==> config.mk <==
export PLATFORM = sky130hd
export DESIGN_NAME = strap_sense_top
export DESIGN_NICKNAME = d
export VERILOG_FILES = /design/src/rtl/strap_pkg.sv /design/src/rtl/strap_seq.sv /design/src/rtl/strap_pin_sense.sv /design/src/rtl/strap_decode.sv /design/src/rtl/strap_sense_top.sv
export SDC_FILE = /design/constraint.sdc
export NUM_CORES = 1
export LEC_CHECK = 0
export ABC_CLOCK_PERIOD_IN_PS = 4300
export BUFFER_PORTS_ARGS = -buffer_cell sky130_fd_sc_hd__buf_2
export CAP_MARGIN = 20
export CELL_PAD_IN_SITES_DETAIL_PLACEMENT = 0
export CELL_PAD_IN_SITES_GLOBAL_PLACEMENT = 1
export CORE_ASPECT_RATIO = 0.75
export CORE_MARGIN = 5
export CORE_UTILIZATION = 43
export DETAILED_ROUTE_END_ITERATION = 10
export GPL_TIMING_DRIVEN = 0
export PLACE_DENSITY_LB_ADDON = 0.1
export SETUP_SLACK_MARGIN = 0.3
export SLEW_MARGIN = 40
export SYNTH_ARGS = -nofsm -noshare
export SYNTH_HDL_FRONTEND = slang
export SYNTH_SLANG_ARGS = --single-unit
==> constraint.sdc <==
create_clock -name clk -period 4.3 [get_ports clk]
set_clock_uncertainty 0.1 [all_clocks]
set_input_delay 1.29 -clock clk [delete_from_list [all_inputs] [get_ports clk]]
set_output_delay 1.29 -clock clk [all_outputs]
set_load 0.02 [all_outputs]
==> src/rtl/strap_pkg.sv <==
package strap_pkg;

    localparam int NUM_PINS  = 7;
    localparam int PIN_MODE  = 0;
    localparam int PIN_SPEED = 1;
    localparam int PIN_FILT  = 2;
    localparam int PIN_RLO   = 3;
    localparam int PIN_RHI   = 4;
    localparam int PIN_LANES = 5;
    localparam int PIN_HDR   = 6;
    localparam int RATIO_W   = 16;

    typedef enum logic [1:0] {
        TRI_LO = 2'd0,
        TRI_HI = 2'd1,
        TRI_FL = 2'd2
    } tri_e;

    typedef enum logic [1:0] {
        PH_HI   = 2'd0,
        PH_LO   = 2'd1,
        PH_FIN  = 2'd2,
        PH_DONE = 2'd3
    } phase_e;

    typedef struct packed {
        logic               spi;
        logic               buf_en;
        tri_e               speed;
        tri_e               filt;
        logic [RATIO_W-1:0] osr;
        tri_e               lanes;
        tri_e               hdr;
        logic               clk_ext;
        logic               ref_high;
        logic               vcm_en;
    } cfg_t;

    localparam cfg_t CFG_RESET = '{
        spi:      1'b0,
        buf_en:   1'b0,
        speed:    TRI_LO,
        filt:     TRI_LO,
        osr:      16'd32,
        lanes:    TRI_LO,
        hdr:      TRI_LO,
        clk_ext:  1'b0,
        ref_high: 1'b0,
        vcm_en:   1'b0
    };

    // Two samples: one at the end of the weak-high pulse, one at the end of the weak-low pulse.
    function automatic tri_e classify(input logic hi_smp, input logic lo_smp);
        if (hi_smp && lo_smp)
            return TRI_HI;
        else if (!hi_smp && !lo_smp)
            return TRI_LO;
        else
            return TRI_FL;
    endfunction

    function automatic logic [3:0] pair_index(input tri_e msb, input tri_e lsb);
        return ({2'b00, msb} * 4'd3) + {2'b00, lsb};
    endfunction

    function automatic logic [RATIO_W-1:0] osr_lookup(input tri_e filt, input logic [3:0] idx);
        logic [RATIO_W-1:0] r;
        r = 16'd32;
        case (filt)
            TRI_LO: begin
                // Wideband doubles per step and saturates at the top two entries.
                r = 16'd32 << ((idx > 4'd7) ? 4'd7 : idx);
            end
            TRI_HI: begin
                case (idx)
                    4'd0:    r = 16'd12;
                    4'd1:    r = 16'd16;
                    4'd2:    r = 16'd24;
                    4'd3:    r = 16'd32;
                    4'd4:    r = 16'd64;
                    4'd5:    r = 16'd128;
                    4'd6:    r = 16'd256;
                    4'd7:    r = 16'd1024;
                    default: r = 16'd4096;
                endcase
            end
            default: begin
                case (idx)
                    4'd0:    r = 16'd64;
                    4'd1:    r = 16'd128;
                    4'd2:    r = 16'd320;
                    4'd3:    r = 16'd640;
                    4'd4:    r = 16'd1280;
                    4'd5:    r = 16'd3200;
                    4'd6:    r = 16'd6400;
                    4'd7:    r = 16'd12800;
                    default: r = 16'd32000;
                endcase
            end
        endcase
        return r;
    endfunction

endpackage

==> src/rtl/strap_seq.sv <==
module strap_seq
    import strap_pkg::*;
#(
    parameter int PULSE_CYC = 4
) (
    input  logic clk,
    input  logic rst,
    output logic drv_en,
    output logic drv_val,
    output logic samp_hi,
    output logic samp_lo,
    output logic fin
);
    localparam int CNT_W = (PULSE_CYC > 1) ? $clog2(PULSE_CYC) : 1;
    localparam logic [CNT_W-1:0] CNT_LAST = CNT_W'(PULSE_CYC - 1);

    phase_e           ph_q;
    logic [CNT_W-1:0] cnt_q;
    logic             last;

    assign last = (cnt_q == CNT_LAST);

    always_ff @(posedge clk) begin
        if (rst) begin
            ph_q  <= PH_HI;
            cnt_q <= '0;
        end else begin
            case (ph_q)
                PH_HI, PH_LO: begin
                    if (last) begin
                        cnt_q <= '0;
                        ph_q  <= (ph_q == PH_HI) ? PH_LO : PH_FIN;
                    end else begin
                        cnt_q <= cnt_q + 1'b1;
                    end
                end
                PH_FIN:  ph_q <= PH_DONE;
                default: ph_q <= PH_DONE;
            endcase
        end
    end

    assign drv_en  = (ph_q == PH_HI) || (ph_q == PH_LO);
    assign drv_val = (ph_q == PH_HI);
    assign samp_hi = (ph_q == PH_HI) && last;
    assign samp_lo = (ph_q == PH_LO) && last;
    assign fin     = (ph_q == PH_FIN);
endmodule

==> src/rtl/strap_pin_sense.sv <==
module strap_pin_sense
    import strap_pkg::*;
(
    input  logic clk,
    input  logic rst,
    input  logic pad_in,
    input  logic samp_hi,
    input  logic samp_lo,
    input  logic fin,
    input  logic done,
    output tri_e state_now,
    output logic hold_low
);
    logic hi_q;
    logic lo_q;
    tri_e st_q;

    always_ff @(posedge clk) begin
        if (rst) begin
            hi_q <= 1'b0;
            lo_q <= 1'b0;
            st_q <= TRI_LO;
        end else begin
            if (samp_hi) hi_q <= pad_in;
            if (samp_lo) lo_q <= pad_in;
            if (fin)     st_q <= state_now;
        end
    end

    assign state_now = classify(hi_q, lo_q);
    assign hold_low  = done && (st_q == TRI_FL);
endmodule

==> src/rtl/strap_decode.sv <==
module strap_decode
    import strap_pkg::*;
(
    input  logic [2*NUM_PINS-1:0] codes,
    output cfg_t                  cfg
);
    tri_e c_mode, c_speed, c_filt, c_rlo, c_rhi, c_lanes, c_hdr;

    assign c_mode  = tri_e'(codes[2*PIN_MODE  +: 2]);
    assign c_speed = tri_e'(codes[2*PIN_SPEED +: 2]);
    assign c_filt  = tri_e'(codes[2*PIN_FILT  +: 2]);
    assign c_rlo   = tri_e'(codes[2*PIN_RLO   +: 2]);
    assign c_rhi   = tri_e'(codes[2*PIN_RHI   +: 2]);
    assign c_lanes = tri_e'(codes[2*PIN_LANES +: 2]);
    assign c_hdr   = tri_e'(codes[2*PIN_HDR   +: 2]);

    always_comb begin
        cfg = CFG_RESET;
        if (c_mode == TRI_HI) begin
            cfg.spi = 1'b1;
        end else begin
            cfg.buf_en   = (c_mode == TRI_LO);
            cfg.speed    = c_speed;
            cfg.filt     = c_filt;
            cfg.osr      = osr_lookup(c_filt, pair_index(c_rhi, c_rlo));
            cfg.lanes    = c_lanes;
            cfg.hdr      = c_hdr;
            cfg.clk_ext  = 1'b1;
            cfg.ref_high = 1'b1;
            cfg.vcm_en   = 1'b1;
        end
    end
endmodule

==> src/rtl/strap_sense_top.sv <==
module strap_sense_top
    import strap_pkg::*;
#(
    parameter int PULSE_CYC = 4
) (
    input  logic                clk,
    input  logic                rst,
    input  logic [NUM_PINS-1:0] pad_in,
    output logic [NUM_PINS-1:0] pad_drv_en,
    output logic [NUM_PINS-1:0] pad_drv_val,
    output logic [NUM_PINS-1:0] pad_hold_low,
    output logic                done,
    output logic                prog_spi,
    output logic                buf_en,
    output logic [1:0]          speed_sel,
    output logic [1:0]          filt_sel,
    output logic [RATIO_W-1:0]  osr_ratio,
    output logic [1:0]          lane_sel,
    output logic [1:0]          hdr_sel,
    output logic                clk_ext,
    output logic                ref_high,
    output logic                vcm_en
);
    logic drv_en, drv_val, samp_hi, samp_lo, fin;
    logic [2*NUM_PINS-1:0] codes;
    cfg_t cfg_dec, cfg_q;
    logic done_q;

    strap_seq #(.PULSE_CYC(PULSE_CYC)) u_seq (
        .clk     (clk),
        .rst     (rst),
        .drv_en  (drv_en),
        .drv_val (drv_val),
        .samp_hi (samp_hi),
        .samp_lo (samp_lo),
        .fin     (fin)
    );

    for (genvar i = 0; i < NUM_PINS; i++) begin : g_pin
        tri_e st;
        strap_pin_sense u_pin (
            .clk       (clk),
            .rst       (rst),
            .pad_in    (pad_in[i]),
            .samp_hi   (samp_hi),
            .samp_lo   (samp_lo),
            .fin       (fin),
            .done      (done_q),
            .state_now (st),
            .hold_low  (pad_hold_low[i])
        );
        assign codes[2*i +: 2] = st;
    end

    strap_decode u_dec (
        .codes (codes),
        .cfg   (cfg_dec)
    );

    always_ff @(posedge clk) begin
        if (rst) begin
            cfg_q  <= CFG_RESET;
            done_q <= 1'b0;
        end else if (fin) begin
            cfg_q  <= cfg_dec;
            done_q <= 1'b1;
        end
    end

    assign pad_drv_en  = {NUM_PINS{drv_en}};
    assign pad_drv_val = {NUM_PINS{drv_val}};
    assign done        = done_q;
    assign prog_spi    = cfg_q.spi;
    assign buf_en      = cfg_q.buf_en;
    assign speed_sel   = cfg_q.speed;
    assign filt_sel    = cfg_q.filt;
    assign osr_ratio   = cfg_q.osr;
    assign lane_sel    = cfg_q.lanes;
    assign hdr_sel     = cfg_q.hdr;
    assign clk_ext     = cfg_q.clk_ext;
    assign ref_high    = cfg_q.ref_high;
    assign vcm_en      = cfg_q.vcm_en;
endmodule

==> metrics, run 1 <==
Post-synth EDFFs=0; gr usage total=17.3%; final worst path period need=2.96 ns; Max VDD drop=0.211 mV; Clock Latency Late Sink=~0.34 ns; mapped cell area=~2800 µm²; FF-to-FF End=osr_ratio[8]; Max clock buf depth=2; Reg clk slew, reported paths=0.06 ns; first-pass GRT wire length=11.4 mm; grt total ovfl=0; Starting Density=44.6%; via/cell ratio=4.99; area grow syn2layout=19.7%; setup slack, reg-to-reg=about 1.6 ns; cts hold-fix bufs=0; via count=2,402; DP HPWL=5.05 mm; final hold vios=0; RSZ-0062 raised after global routing=no; CP required=2.91 ns; Rows=25; gpl congestion=0.839; Post-route DRC=0; Min-Delay Startpoint=osr_ratio[8]; H-tree depth=3; vias in the first global route=2,292; WL/cell=14.7 µm; Power Dens Cells=325 nW/µm²; max-slew violation count=0; Final nets=424; Reg2Reg Depth=8; WL final=between 7 and 8 mm; register area share after synthesis=about two fifths; final setup margin=1.34 ns; fill cell total of the finished layout=659; hold endpoint=osr_ratio[8]; Max Cap Violations=0; Tot Pwr=1110 µW; clk root buf=clkbuf_8; Antenna Diode Count=0; CTS tree=done; switching part of the total=25.7%; Mapped Cells=327; status=finished, final reports clean; number of I/O pins=60; Initial DRC Count=91; Setup Fix Bufs, Post-CTS=0; syn avg cell area=8.70 µm²; Worst EP arrival=1.57 ns; crit start category=flip-flop; ys flop type=dfxtp_1; CTS Sinks=57; Initial DRT Pass Iterations=5; initial antenna violation count=0; Worst Tran Pin Value=0.638 ns; Final Cell Area=3410 µm²; core area=6380 µm²; WP buf/inv=3; Fin Setup TNS=0 ns; critical path class=flip-flop to primary output; f_max=between 300 and 400 MHz; layout cells sized above 1=30.3%; post-CTS sizing=0; Ys Warns=0; family with the most delay on the worst path=buffers and inverters; Worst R2R Start=g_pin[3].u_pin.lo_q; placed instance area=approximately 3200 µm²; slowest stage delay, CP=roughly 0.35 ns; leakage power total=0.00161 µW; critical path cell sequence=clkbuf_1 > nand2_1 > nor2_1 > buf_4 > buf_2; I/O Buffers=56; highest-delay cell along the critical path=clkbuf_1; share of flip-flops with an asynchronous set or reset=0%; Reg power frac=48.8%; antenna viol nets, final=0; hold path depth=1; cell internal pwr=slightly above 800 µW; CTS Buf Count=9; largest net degree at the start of global routing=11; Switching Power=285 µW; Clk pwr share=around two fifths; Die W=roughly 100 µm; Final Cycle Share=68.9%; die area=8360 µm²; Logic pwr share=10.4%; final setup fails=0; DIE HEIGHT=just over 80 µm; Place WS=1.68 ns; Slew headroom=57.4%; FF+latch count, synth=57; Worst setup EP type=primary output; CP Max Fanout=8; post-synth cell types=42; Hold Path Class=flip-flop to flip-flop
==> metrics by stage <==
stage,util [%],hold WS (ns),std cells
2_1_floorplan,-,0.337,328
3_3_place_gp,50.6,0.336,465
3_5_place_dp,50.6,0.342,465
4_1_cts,53.4,0.356,481
5_1_grt,53.4,0.381,481
6_report,53.4,0.353,481
==> cell usage in the layout (no fill, tap or decap), types with 2 or more instances in the layout <==
cell / Yosys / layout
a21o_1: 3 / 3
a21oi_1: 32 / 32
a22o_1: 2 / 2
a22oi_1: 4 / 4
a31oi_1: 2 / 2
a32o_1: 4 / 4
a32oi_1: 4 / 4
buf_2: 6 / 62
buf_4: 34 / 34
clkbuf_1: 7 / 10
clkbuf_8: 0 / 11
conb_1: 1 / 2
dfxtp_1: 57 / 57
ha_1: 19 / 19
inv_1: 9 / 9
inv_2: 3 / 3
mux2i_1: 13 / 13
nand2_1: 40 / 40
nand2b_1: 2 / 2
nand3_1: 3 / 3
nand4_1: 3 / 3
nor2_1: 47 / 47
nor2b_1: 2 / 2
nor3_2: 2 / 2
nor3b_1: 8 / 8
o21ai_0: 3 / 3
==> per-layer routing <==
| layer | wire (µm) | vias up | GRT usage, % |
|---|---|---|---|
| met1 | 3400 | 1117 | 22.1 |
| met2 | 3100 | 61 | 27.5 |
| met4 | 95 | 0 | 4.79 |
| li1 | - | 1213 | - |
| met3 | 458 | 11 | 6.59 |
| met5 | 0 | - | 0 |
==> power by group through the flow <==
stage / combinational, µW / sequential [µW] / clock [µW]
floorplan: 83.5 / 551 / 0
global placement: 112 / 551 / 0
detailed placement: 114 / 552 / 0
CTS: 115 / 540 / 458
global route: 124 / 540 / 491
finish: 115 / 540 / 451
==> cells by family after synthesis <==
| logic type | Yosys count | share of synthesized area [%] |
|---|---|---|
| and+or+nand+nor | 115 | 18.7 |
| buffers and inverters | 59 | 12.5 |
| DFF | 57 | 40.1 |
| muxes | 13 | 4.57 |
| adders and majority gates | 20 | 9.06 |
| other | 1 | 0.132 |
| AOI/OAI and AO/OA | 60 | 14.0 |
| xor gates and xnor gates | 2 | 0.880 |
==> state kept, by name, summed over array words and instances (netlist names) <==
name,count
speed_sel,2
filt_sel,2
buf_en,1
g_pin.u_pin.lo_q,7
osr_ratio,14
u_seq.ph_q,2
clk_ext,1
u_seq.cnt_q,2
done,1
hdr_sel,2
g_pin.u_pin.hi_q,7
g_pin.u_pin.st_q,13
lane_sel,2
prog_spi,1
==> how the worst max path moves through the flow <==
| stage | start | to | slack [ns] | cells past startpoint |
|---|---|---|---|---|
| 4_1_cts | done | pad_hold_low[2] | 1.32 | 5 |
| 2_1_floorplan | g_pin[3].u_pin.lo_q | osr_ratio[8] | 1.89 | 8 |
| 5_1_grt | done | pad_hold_low[2] | 1.23 | 5 |
| 3_5_place_dp | g_pin[3].u_pin.lo_q | osr_ratio[8] | 1.68 | 8 |
| 3_3_place_gp | g_pin[3].u_pin.lo_q | osr_ratio[8] | 1.69 | 8 |
| 6_report | done | pad_hold_low[2] | 1.34 | 5 |
==> cell usage after synthesis, types with 2 or more instances <==
cell	count	area share, %
nor2_1	47	6.2
buf_2	6	1.1
a22oi_1	4	1.1
nand2_1	40	5.3
a32oi_1	4	1.2
inv_1	9	1.2
nand3_1	3	0.53
inv_2	3	0.40
clkbuf_1	7	0.92
a21oi_1	32	5.6
ha_1	19	8.4
nor3b_1	8	2.1
mux2i_1	13	4.6
nand4_1	3	0.66
a22o_1	2	0.62
dfxtp_1	57	40
a32o_1	4	1.4
a21o_1	3	0.79
o21ai_0	3	0.53
nor3_2	2	0.70
a31oi_1	2	0.44
nor2b_1	2	0.44
buf_4	34	9.0
nand2b_1	2	0.44
==> area by class of cell <==
class / instances / area [µm²] / share of cell area, %
clock buffer: 14 / 163 / 4.78
timing repair buffer: 56 / 280 / 8.23
tap: 81 / 101 / 2.98
clock inverter: 2 / 12.5 / 0.367
sequential: 57 / 1140 / 33.5
inverter: 12 / 45.0 / 1.32
multi-input combinational: 212 / 1350 / 39.7
buffer: 47 / 312 / 9.15
Power figures use the tool's default switching activity.
==> run 2: changes to the inputs <==
ABC_CLOCK_PERIOD_IN_PS = 2500   (was 4300)
CORE_UTILIZATION = 36   (was 43)
clock period = 2.5 ns   (was 4.3 ns; I/O delays follow)
==> metrics, run 2 (synthesis results as in run 1) <==
gr usage total=16.1% (was 17.3%); Reg clk slew, reported paths=0.06 ns (about the same); status=finished, final reports clean (unchanged); family with the most delay on the worst path=adder cells (was buffers and inverters); via/cell ratio=4.67 (was 4.99); WL final=7.44 mm (was 7.06 mm); Initial DRC Count=91 (unchanged); WP buf/inv=1 (was 3); grt total ovfl=0 (unchanged); Worst R2R Start=g_pin[3].u_pin.hi_q (was g_pin[3].u_pin.lo_q); critical path class=flip-flop to flip-flop (was flip-flop to primary output); FF-to-FF End=osr_ratio[7] (was osr_ratio[8]); Logic pwr share=10.7% (was 10.4%); most common cell after layout, fill and taps aside=buf_2 (unchanged); CTS Buf Count=9 (unchanged); max-slew violation count=0 (unchanged); first-pass GRT wire length=12.3 mm (was 11.4 mm); I/O Buffers=56 (unchanged); Max clock buf depth=2 (unchanged); Clk pwr share=43.9% (was 40.8%); Power Dens Cells=563 nW/µm² (was 325 nW/µm²); core area=7810 µm² (was 6380 µm²); via count=2,384 (was 2,402); CP Max Fanout=4 (was 8); final setup fails=0 (unchanged); Clock Latency Late Sink=0.34 ns (about the same); largest net degree at the start of global routing=11 (unchanged); commonest cells after routing, fill and taps aside=buf_2, dfxtp_1, nor2_1 (unchanged); WL/cell=14.6 µm (was 14.7 µm); CTS Sinks=57 (unchanged); H-tree depth=3 (unchanged); initial antenna violation count=0 (unchanged); Worst Tran Pin Value=0.635 ns (was 0.638 ns); critical path cell sequence=ha_4 > ha_4 > a21o_1 > fa_2 > buf_4 > mux2i_1 > a21oi_1 > a32o_1 (was clkbuf_1 > nand2_1 > nor2_1 > buf_4 > buf_2); gpl congestion=0.817 (was 0.839); Max VDD drop=0.255 mV (was 0.211 mV); DIE HEIGHT=87.0 µm (was 80.4 µm); fill cell total of the finished layout=814 (was 659); final hold vios=0 (unchanged); CP Launch Point=g_pin[3].u_pin.hi_q (was done); Fin Setup TNS=0 ns (unchanged); Slew headroom=57.7% (was 57.4%); hold path depth=1 (unchanged); Reg2Reg Depth=8 (unchanged); Critical Path Most Common Cell=ha_4; f_max=429 MHz; cts hold-fix bufs=0 (unchanged); layout cells sized above 1=37.0% (was 30.3%); Final nets=429 (was 424); slowest stage delay, CP=0.59 ns (was 0.35 ns); antenna viol nets, final=0 (unchanged); Rows=28 (was 25); die area=9800 µm² (was 8360 µm²); area grow syn2layout=27.9% (was 19.7%); Antenna Diode Count=0 (unchanged); Largest register FFs=14 (unchanged); Switching Power=494 µW (was 285 µW); Initial DRT Pass Iterations=4 (was 5); switching part of the total=24.1% (was 25.7%); cell internal pwr=1560 µW (was 821 µW); Final Cycle Share=93.1%; setup slack, reg-to-reg=0.17 ns (was 1.64 ns); leakage power total=0.00166 µW (was 0.00161 µW); CTS tree=done (unchanged); Finished Core Util=46.6% (was 53.4%); Reg power frac=45.3% (was 48.8%); Worst setup EP type=flip-flop (was primary output); DP HPWL=5.41 mm (was 5.05 mm); Post-route DRC=0 (unchanged); hold endpoint=osr_ratio[8] (unchanged); vias in the first global route=2,319 (was 2,292); number of I/O pins=60 (unchanged); final worst path period need=2.33 ns; Min-Delay Startpoint=osr_ratio[8] (unchanged); highest-delay cell along the critical path=fa_2 (was clkbuf_1); CP required=2.63 ns (was 2.91 ns); crit start category=flip-flop (unchanged); RSZ-0062 raised after global routing=yes (was no); placed cell count=489 (was 465); Worst EP arrival=2.46 ns (was 1.57 ns); Hold Path Class=flip-flop to flip-flop (unchanged); Starting Density=36.4% (was 44.6%); Die W=113 µm (was 104 µm); Max Cap Violations=0 (unchanged); clk root buf=clkbuf_8 (unchanged); Cell Count, Final, Fillers Out=510 (was 481)
[run 2: area by class of cell]
| cell class | count | area (µm²) | area share (%) |
|---|---|---|---|
| Clock inverter | 2 | 35.0 | 0.963 |
| Clock buffer | 14 | 173 | 4.74 |
| Buffer | 47 | 323 | 8.87 |
| Timing Repair Buffer | 61 | 323 | 8.87 |
| Tap cell | 105 | 131 | 3.61 |
| Inverter | 12 | 45.0 | 1.24 |
| Sequential cell | 57 | 1150 | 31.5 |
| Multi-Input combinational cell | 212 | 1460 | 40.2 |
[run 2: layer usage]
| metal | up-vias | track usage, % | wire [µm] |
|---|---|---|---|
| met1 | 1104 | 22.0 | 3800 |
| met5 | - | 0 | 0 |
| met4 | 0 | 4.59 | 61 |
| met2 | 51 | 24.1 | 3210 |
| met3 | 7 | 5.49 | 362 |
| li1 | 1222 | - | - |
[run 2: power by group through the flow]
stage               Sequential (µW)  Clock, µW  Combinational [µW]
floorplan                       948          0                 149
global placement                949          0                 205
detailed placement              949          0                 205
CTS                             929        931                 219
global route                    930        980                 240
finish                          929        901                 220
[run 2: worst max path at each step]
stage | slack, ns | to | cells after the start
final | 0.17 | osr_ratio[7] | 8
after global routing | 0.08 | osr_ratio[8] | 8
after CTS | 0.18 | osr_ratio[8] | 8
after detailed placement | 0.13 | osr_ratio[7] | 8
after global placement | 0.14 | osr_ratio[7] | 8
after floorplan | 0.33 | osr_ratio[8] | 8
[run 2: what timing repair did]
item / CTS / global route
pin swaps: 5 / 3
resized for setup: 15 / 12
endpoints found under the setup margin: 26 / 26
gates cloned: 0 / 0
buffers inserted: 4 / 1
[run 2: metrics by stage]
stage | instance area (µm²) | hold WS, ns | setup WS, ns | power [µW]
CTS | 3610 | 0.354 | 0.175 | 2080
finish | 3640 | 0.349 | 0.172 | 2050
detailed placement | 3320 | 0.339 | 0.130 | 1150
floorplan | 2900 | 0.337 | 0.326 | 1100
global route | 3640 | 0.377 | 0.0764 | 2150
global placement | 3320 | 0.329 | 0.141 | 1150
